$ cat src/rtl/fcdiv_pkg.sv
package fcdiv_pkg;

    localparam int CODE_W    = 5;
    localparam int FAM_W     = 2;
    localparam int EXP_W     = 3;
    localparam int MAX_MULT  = 7;
    localparam int MAX_RATIO = MAX_MULT << ((1 << EXP_W) - 2);
    localparam int RATIO_W   = $clog2(MAX_RATIO + 1);
    localparam int MIN_RATIO = 2;

    typedef logic [RATIO_W-1:0] ratio_t;

    typedef enum logic [FAM_W-1:0] {
        FAM_BIN = 2'd0,
        FAM_X5  = 2'd1,
        FAM_X6  = 2'd2,
        FAM_X7  = 2'd3
    } family_t;

    typedef enum logic [1:0] {
        ST_START = 2'd0,
        ST_RUN   = 2'd1,
        ST_TERM  = 2'd2
    } div_state_t;

endpackage

$ cat src/rtl/fcdiv_decode.sv
module fcdiv_decode
    import fcdiv_pkg::*;
#(
    parameter int C_W = CODE_W,
    parameter int F_W = FAM_W,
    parameter int E_W = EXP_W,
    parameter int R_W = RATIO_W
) (
    input  logic [C_W-1:0] code,
    output logic [R_W-1:0] ratio,
    output logic           legal
);

    localparam logic [R_W-1:0] BIN_MANT  = R_W'(2);
    localparam logic [R_W-1:0] MULT_BASE = R_W'(4);
    localparam logic [E_W-1:0] ONE_EXP   = E_W'(1);

    family_t          fam;
    logic [E_W-1:0]   expo;
    logic [R_W-1:0]   mant;
    logic [E_W-1:0]   shamt;

    always_comb begin
        fam  = family_t'(code[C_W-1 -: F_W]);
        expo = code[E_W-1:0];
        unique case (fam)
            FAM_BIN: begin
                mant  = BIN_MANT;
                shamt = expo;
                legal = 1'b1;
            end
            FAM_X5, FAM_X6, FAM_X7: begin
                mant  = MULT_BASE + R_W'(fam);
                legal = (expo != '0);
                shamt = legal ? (expo - ONE_EXP) : '0;
            end
            default: begin
                mant  = BIN_MANT;
                shamt = '0;
                legal = 1'b0;
            end
        endcase
        ratio = mant << shamt;
    end

endmodule

$ cat src/rtl/fcdiv_hold.sv
module fcdiv_hold
    import fcdiv_pkg::*;
#(
    parameter int R_W       = RATIO_W,
    parameter int RST_RATIO = MIN_RATIO
) (
    input  logic           clk,
    input  logic           rst_n,
    input  logic [R_W-1:0] ratio_in,
    input  logic           legal_in,
    output logic [R_W-1:0] held_ratio,
    output logic           bad
);

    always_ff @(posedge clk or negedge rst_n) begin
        if (!rst_n) begin
            held_ratio <= R_W'(RST_RATIO);
            bad        <= 1'b0;
        end else begin
            bad <= !legal_in;
            if (legal_in) begin
                held_ratio <= ratio_in;
            end
        end
    end

    // flag follows the legality of the code sampled one edge earlier
    a_r4_flag_tracks: assert property (@(posedge clk) disable iff (!rst_n)
        !legal_in |=> bad);
    a_r4_flag_clears: assert property (@(posedge clk) disable iff (!rst_n)
        legal_in |=> !bad);
    // illegal code leaves the ratio in force untouched
    a_r5_ratio_frozen: assert property (@(posedge clk) disable iff (!rst_n)
        !legal_in |=> $stable(held_ratio));

endmodule

$ cat src/rtl/fcdiv_count.sv
module fcdiv_count
    import fcdiv_pkg::*;
#(
    parameter int R_W = RATIO_W
) (
    input  logic           clk,
    input  logic           rst_n,
    input  logic [R_W-1:0] ratio,
    output logic           pulse
);

    localparam logic [R_W-1:0] PRELOAD_OFS = R_W'(2);
    localparam logic [R_W-1:0] STEP        = R_W'(1);

    div_state_t     state, nxt;
    logic [R_W-1:0] cnt;
    logic           load;

    // state register
    always_ff @(posedge clk or negedge rst_n) begin
        if (!rst_n) begin
            state <= ST_START;
        end else begin
            state <= nxt;
        end
    end

    // next state
    always_comb begin
        unique case (state)
            ST_START: nxt = ST_RUN;
            ST_RUN:   nxt = (cnt == '0) ? ST_TERM : ST_RUN;
            ST_TERM:  nxt = ST_RUN;
            default:  nxt = ST_START;
        endcase
    end

    // outputs of the state machine
    always_comb begin
        unique case (state)
            ST_START: begin pulse = 1'b0; load = 1'b1; end
            ST_RUN:   begin pulse = 1'b0; load = 1'b0; end
            ST_TERM:  begin pulse = 1'b1; load = 1'b1; end
            default:  begin pulse = 1'b0; load = 1'b1; end
        endcase
    end

    // down-counter: preload ratio-2 so START/TERM plus RUN span the ratio
    always_ff @(posedge clk or negedge rst_n) begin
        if (!rst_n) begin
            cnt <= '0;
        end else if (load) begin
            cnt <= ratio - PRELOAD_OFS;
        end else if (cnt != '0) begin
            cnt <= cnt - STEP;
        end
    end

    // pulse never lasts two cycles
    a_r6_single_pulse: assert property (@(posedge clk) disable iff (!rst_n)
        pulse |=> !pulse);
    // reload happens only in the terminal cycle, from the ratio seen there
    a_r7_reload_at_term: assert property (@(posedge clk) disable iff (!rst_n)
        (state == ST_TERM) |=> (cnt == $past(ratio) - PRELOAD_OFS));
    a_r7_steady_count: assert property (@(posedge clk) disable iff (!rst_n)
        (state == ST_RUN && cnt != '0) |=> (cnt == $past(cnt) - STEP));

endmodule

$ cat src/rtl/fcomp_divider.sv
module fcomp_divider
    import fcdiv_pkg::*;
#(
    parameter int C_W = CODE_W,
    parameter int R_W = RATIO_W
) (
    input  logic           ref_clk,
    input  logic           rst_n,
    input  logic [C_W-1:0] ratio_code,
    output logic           fcomp_pulse,
    output logic           fcomp_square,
    output logic           code_illegal
);

    logic [R_W-1:0] dec_ratio;
    logic           dec_legal;
    logic [R_W-1:0] use_ratio;

    fcdiv_decode #(.C_W(C_W), .F_W(FAM_W), .E_W(EXP_W), .R_W(R_W)) u_decode (
        .code  (ratio_code),
        .ratio (dec_ratio),
        .legal (dec_legal)
    );

    fcdiv_hold #(.R_W(R_W), .RST_RATIO(MIN_RATIO)) u_hold (
        .clk        (ref_clk),
        .rst_n      (rst_n),
        .ratio_in   (dec_ratio),
        .legal_in   (dec_legal),
        .held_ratio (use_ratio),
        .bad        (code_illegal)
    );

    fcdiv_count #(.R_W(R_W)) u_count (
        .clk   (ref_clk),
        .rst_n (rst_n),
        .ratio (use_ratio),
        .pulse (fcomp_pulse)
    );

    always_ff @(posedge ref_clk or negedge rst_n) begin
        if (!rst_n) begin
            fcomp_square <= 1'b0;
        end else if (fcomp_pulse) begin
            fcomp_square <= !fcomp_square;
        end
    end

    // binary family decodes to a single power of two
    a_r2_binary_family: assert property (@(posedge ref_clk) disable iff (!rst_n)
        (ratio_code[C_W-1 -: FAM_W] == '0) |-> (dec_legal && $countones(dec_ratio) == 1));
    // every legal decode lies inside the supported range
    a_r3_ratio_bounds: assert property (@(posedge ref_clk) disable iff (!rst_n)
        dec_legal |-> (dec_ratio >= R_W'(MIN_RATIO) && dec_ratio <= R_W'(MAX_RATIO)));
    // square output flips after a pulse and is steady otherwise
    a_r8_square_flip: assert property (@(posedge ref_clk) disable iff (!rst_n)
        fcomp_pulse |=> (fcomp_square != $past(fcomp_square)));
    a_r8_square_hold: assert property (@(posedge ref_clk) disable iff (!rst_n)
        !fcomp_pulse |=> $stable(fcomp_square));

endmodule

$ cat config.mk
export PLATFORM = sky130hd
export DESIGN_NAME = fcomp_divider
export DESIGN_NICKNAME = d
export VERILOG_FILES = /design/src/rtl/fcdiv_pkg.sv /design/src/rtl/fcdiv_decode.sv /design/src/rtl/fcdiv_hold.sv /design/src/rtl/fcdiv_count.sv /design/src/rtl/fcomp_divider.sv
export SDC_FILE = /design/constraint.sdc
export NUM_CORES = 1
export LEC_CHECK = 0
export ABC_AREA = 1
export BUFFER_PORTS_ARGS = -buffer_cell sky130_fd_sc_hd__buf_2
export CAP_MARGIN = 20
export CORE_MARGIN = 2
export CORE_UTILIZATION = 50
export CTS_BUF_LIST = sky130_fd_sc_hd__clkbuf_4 sky130_fd_sc_hd__clkbuf_8
export DETAILED_ROUTE_END_ITERATION = 6
export GPL_TIMING_DRIVEN = 0
export PLACE_DENSITY = 0.68
export SYNTH_ARGS = -nofsm -noshare
export SYNTH_HDL_FRONTEND = slang
export SYNTH_HIERARCHICAL = 1
export SYNTH_SLANG_ARGS = --single-unit
$ cat constraint.sdc
create_clock -name ref_clk -period 1.85 [get_ports ref_clk]
set_input_delay 0.37 -clock ref_clk [delete_from_list [all_inputs] [get_ports ref_clk]]
set_output_delay 0.37 -clock ref_clk [all_outputs]
set_load 0.02 [all_outputs]
# == Yosys cells after proc, flatten, opt, wreduce, memory -nomap -nowiden ==
# Index checks and enable logic that the tools add are counted.
# totals
ff_bits,22
latchBits,0
ramBits,0
romBits,0
in_bits,7
output_inout_bits,3
elab_cells,34
mem_count,0
# classes
addsub,4
mul,0
div_mod_pow,0
order_cmp,0
n_eq_ne,6
n_shift,1
mux,9
n_bitwise,0
n_reduce_logical,9
# op_table
op,count
9-bit 2-to-1 mux,2
9-bit one-hot mux with 2 select lines,1
9-bit zero test,1
9-bit nonzero test,1
9-bit by 3-bit left shift with 9-bit output,1
9-bit by 1-bit subtractor with 9-bit output (second input constant),1
9-bit by 2-bit subtractor with 9-bit output (second input constant),1
2-bit equality test (second input constant),3
3-bit one-hot mux with 2 select lines,1
3-bit by 2-bit adder with 4-bit output (first input constant),1
2-bit by 1-bit equality test with 1-bit output (second input constant),2
2-bit zero test,2
2-bit one-hot mux with 2 select lines,1
3-bit 2-to-1 mux,1
3-bit nonzero test,1
3-bit OR reduction,1
3-bit by 1-bit subtractor with 3-bit output (second input constant),1
1-bit zero test,2
2-bit 2-to-1 mux,1
2-bit by 1-bit != test with 1-bit output (second input constant),1
1-bit one-hot mux with 2 select lines,1
2-bit OR reduction,1
1-bit 2-to-1 mux,1

# == Longest topological paths before layout ==
# depth
word_depth,4
ltp_mapped,10
ltp_nobuf,10

# == Cells and area by module ==
# The synthesis kept the hierarchy.
# modules_own_cells
module,instances,cells_per_inst,area_each_um2,seq_area_each_um2
fcdiv_count,1,127,847.1,275.3
fcdiv_hold,1,39,367.9,251.5
fcdiv_decode,1,43,215.2,0.0
fcomp_divider,1,6,43.8,25.0

# == Least setup slack after synthesis ==
# No wires, ideal clock.
# synth_timing
path_kind,reg2reg
from,register u_hold.held_ratio[1]
to,register u_count.cnt[3]
setup_ns,0.113
t_arrival_ns,1.190
required_time_ns,1.737
slack_ns,0.547
path_stages_with_launch,9
path_buffers,0
period_less_slack_ns,1.303
cell_sequence,dfstp_2 > inv_1 > ha_1 > inv_1 > nor2_1 > o21ai_0 > nand2_1 > nand2_1 > inv_1
# synth_between
elab_chain_len,2
# synth_rtl
element,line_no,text
from (decl),fcdiv_hold.sv:11,"output logic [R_W-1:0] held_ratio,"
from (signal assigned),fcdiv_hold.sv:17,held_ratio <= R_W'(RST_RATIO);
from (signal assigned),fcdiv_hold.sv:22,held_ratio <= ratio_in;
9-bit by 2-bit subtractor with 9-bit output,fcdiv_count.sv:53,cnt <= ratio - PRELOAD_OFS;
9-bit 2-to-1 mux,fcdiv_count.sv:52,end else if (load) begin
to (signal assigned),fcdiv_count.sv:53,
to (signal assigned),fcdiv_count.sv:55,cnt <= cnt - STEP;
to (decl),fcdiv_count.sv:16,logic [R_W-1:0] cnt;
# No other way between the ends.
# A chain may end at the register's enable or synchronous reset.

# == Final worst setup path ==
# layout_timing
from,register u_count.state[0]
to,output port fcomp_pulse
# layout_between
elab_chain_len,2
# layout_rtl
element,line_no,text
from (decl),fcdiv_count.sv:15,"div_state_t state, nxt;"
from (signal assigned),fcdiv_count.sv:24,state <= nxt;
2-bit equality test,fcdiv_count.sv:40,unique case (state)
1-bit 2-to-1 mux,fcdiv_count.sv:40,
to (decl),fcomp_divider.sv:10,"output logic fcomp_pulse,"
# No other way between the ends.

==> metrics.sh <==
DRIVE_ABOVE_1_SHARE_PCT=19.21
SYN_TO_FINAL_GROWTH_PCT=9.932
POST-SYNTH-TOP-AREA-FRACTION_PCT=35.65
HPWLAFTERDP_MM=2.175
AVGSYNTHCELLAREA_UM2=6.855
CLOCK_TREE.ROOT_CELL='clkbuf_4'
YOSYSWARNINGCOUNT=6
NUM_ANTENNA_CELLS=0
TRACK_USAGE_PCT=19.19
CRIT_PATH_SETUP_SLACK_LAYOUT_NS=0.3558
CRITICAL_PATH.TOP_DELAY_FAMILY='flip-flops'
FLOORPLAN.CORE_AREA_MM2=0.002781
TIMING.FINAL.MAX_SLEW_VIOLATIONS=0
PLACEMENTROWS=19
POWER_DENSITY_mW_PER_MM2=1157
CP_CELL_SEQUENCE='nor2_1 > buf_2'
MULTI_INPUT_COMBINATIONAL_CELL_AREA_UM2=759.5
PLACE.PORT_BUFFERS=9
DIE_AREA_MM2=0.003398
MAX-CAP-VIOLATIONS=0
GRT_ANTENNA_BEFORE_REPAIR=0
LAYOUT_WORST_PATH_CYCLE_SHARE_PCT=80.77
POSTSYNTHREGISTERBITS=22
CTS_BUFFERS=3
ROUTE.ANTENNA.REMAINING_NETS=0
FIN_CELLS=260
RSZ0062_AT_GRT='no'
CRITICAL_PATH.SLOWEST_CELL='dfrtp_1'
POST_CTS.RESIZED_INSTANCES=0
POST_SYNTHESIS_NET_COUNT=224
GP_ROUTABILITY_CONGESTION=0.8403
DETAILED_ROUTER_ITERATION_COUNT_BEFORE_ANTENNA_REPAIR=4
MAPPEDNETLISTAREA_MM2=0.001474
FINALHOLDWORSTSLACK_NS=0.4386
DP_WORST_SETUP_SLACK_NS=0.3940
TRITONCTS_NUM_SINKS=22
HOLD_VIOLATIONS=0
CTS.REPORTEDPATHS.CLKPINSLEW_NS=0.14
SYNTH_TOP_CELLS_BY_AREA='dfrtp_1 (36%), nand2_1 (19%), inv_1 (6.6%)'
GRT_MAX_DEGREE=23
NUMBER_OF_GLOBAL_ROUTE_VIAS_BEFORE_REPAIR=1233
TOP_FLIP_FLOP_CELL_BY_INSTANCE_COUNT_AFTER_SYNTHESIS='dfrtp_1'
CP.REQUIRED_NS=1.48
DIE_X_UM=58.30
CRIT_ARRIVAL_NS=1.12
CRITPATHMAXFANOUT=3
YOSYSTOPAREACELL='dfrtp_1'
CRIT_PATH_MAX_INCR_DELAY_NS=0.42
UTILIZATION_PCT=58.25
SYNTH_COMMON_CELLS='nand2_1 (75), inv_1 (26), dfrtp_1 (21), nor2_1 (20), nand3_1 (16)'
TOP_LEVEL_PORTS=10
STARTING_UTILIZATION_OF_THE_CORE_AREA_PCT=52.99
LAYOUT.NETS=239
PERIOD_MINUS_SLACK_NS=1.494
SETUP_VIOL_COUNT_FINAL=0
GRT_PASS1_WL_MM=4.940
DETAIL_ROUTE.VIAS_PER_CELL=4.958
YOSYS.CELL_COUNT.TOP_TYPE='nand2_1'
SYNTHARSTFLOPSHARE_PCT=100.0
FINALWIRELENGTH_MM=2.767
SETUP-TNS-FINAL_NS=0
CLOCK_TREE.BUFFER_DEPTH=2
CLOCK_INSERTION_DELAY_WORST_SKEW_NS=0.33
SEQ_AREA_FRAC_SYNTH_PCT=37.44
GLOBALROUTE.TOTALOVERFLOW=0
CLOCK.FMAX_MHz=669.2
RESULT_OF_THE_RUN='finished, final reports clean'
VIAS_POST_DR=1289
CRIT_PATH_END_KIND='primary output'
DRC_ERRORS=0
CRITICALPATHCATEGORY='flip-flop to primary output'
WORST_HOLD_PATH_TYPE='input port to flip-flop'
CTS_TREE='yes'
FP.DIEH_UM=58.30
TIMING.SLEW.HEADROOM_PCT=67.34
POWER.LEAKAGE_uW=0.0009038
IR_WORST_VDD_mV=0.8805
DRT_FIRST_ITER_VIOLATIONS=48
HTREE_NUM_LEVELS=1
SKEW_NS=0.02235
SETUP.WORST_PATH.START_CLASS='flip-flop'
PLACEDCELLCOUNT=255
POST-CTS-SETUP-BUFFER-COUNT=0
FF_LATCH_AREA_UM2=551.8
PATH_BUF_INV=1
TIGHTESTPINTRANSITION_NS=0.4899
CTS_HOLD_BUF=0
NETLIST-CELL-TYPE-COUNT=23
SYN-INSTANCE-COUNT=215
SYNTH_ENABLE_FLOP_CELLS=0
NUM-FILL-CELLS=283
WL_PER_CELL_UM=10.64
[state kept, by name, indices dropped and copies added, names as in the netlist]
name               count
u_count/cnt            9
u_hold/held_ratio      9
u_count/state          2
fcomp_square           1
u_hold/bad             1
[cells by family (layout without fill, tap and decap cells)]
family                     Yosys count  after routing  share of synthesized area, %
xor gates and xnor gates             1              1                        0.5943
AOI/OAI and AO/OA                   19             19                         6.452
buffers and inverters               39             53                         11.04
DFF                                 22             22                         37.44
and+or+nand+nor                    132            132                         42.78
adders and majority gates            2              2                         1.698
[cell usage in the layout, fill, tap and decap left out, types with 6 or more instances in the layout]
cell type and n:
a21oi_1 6, buf_2 10, dfrtp_1 21, inv_1 26, inv_2 10, nand2_1 75, nand3_1 16, nor2_1 20
o21ai_0 9
[cell type report]
| cell class | count | area share [%] |
|---|---|---|
| Multi-Input combinational cell | 154 | 46.87 |
| Inverter | 36 | 8.340 |
| Sequential cell | 22 | 34.05 |
| Clock buffer | 3 | 1.390 |
| Timing Repair Buffer | 10 | 3.398 |
| Buffer | 3 | 1.699 |
| Clock inverter | 1 | 1.853 |
| Tap cell | 31 | 2.394 |
[report_power, final]
part           switching (uW)  internal [uW]  total (uW)
clock network             158            219         377
registers                84.5            615         699
logic                     520            277         798
total                     763           1110        1870
[path summary, 6_finish.rpt]
path                                      start                    to  slack, ns  cells past startpoint
max                            u_count/state[0]           fcomp_pulse       0.36                      2
min                               ratio_code[2]  u_hold/held_ratio[4]       0.44                      5
max reg2reg                u_hold/held_ratio[1]        u_count/cnt[7]       0.37                      9
min reg2reg                u_hold/held_ratio[1]  u_hold/held_ratio[1]       0.47                      2
max in group asynchronous                 rst_n  u_hold/held_ratio[1]       0.95                      2
min in group asynchronous                 rst_n        u_count/cnt[7]       0.52                      2
[worst reg2reg max path: stages, from the launching register on]
cell and delay [ns]:
dfstp_2 0.39, inv_1 0.15, ha_1 0.22, inv_1 0.05, nor2_1 0.24, nand3_1 0.11
nand2_1 0.09, nand3_1 0.07, nand2_1 0.06, nor2_1 0.04
[layer usage]
metal,routed length (um),part of all wire [%],global-route usage (%)
met5,0,0,0
met3,42,1.5,3.297
met4,56,2.0,8.970
met1,1292,47,23.57
met2,1376,50,32.74
[per-stage QoR]
stage	cell area, um^2	power, uW
floorplan	1474	1340
global placement	1558	1469
detailed placement	1558	1508
CTS	1610	1884
global route	1620	2079
finish	1620	1875
Note: power is estimated with default switching activity, not from simulation.
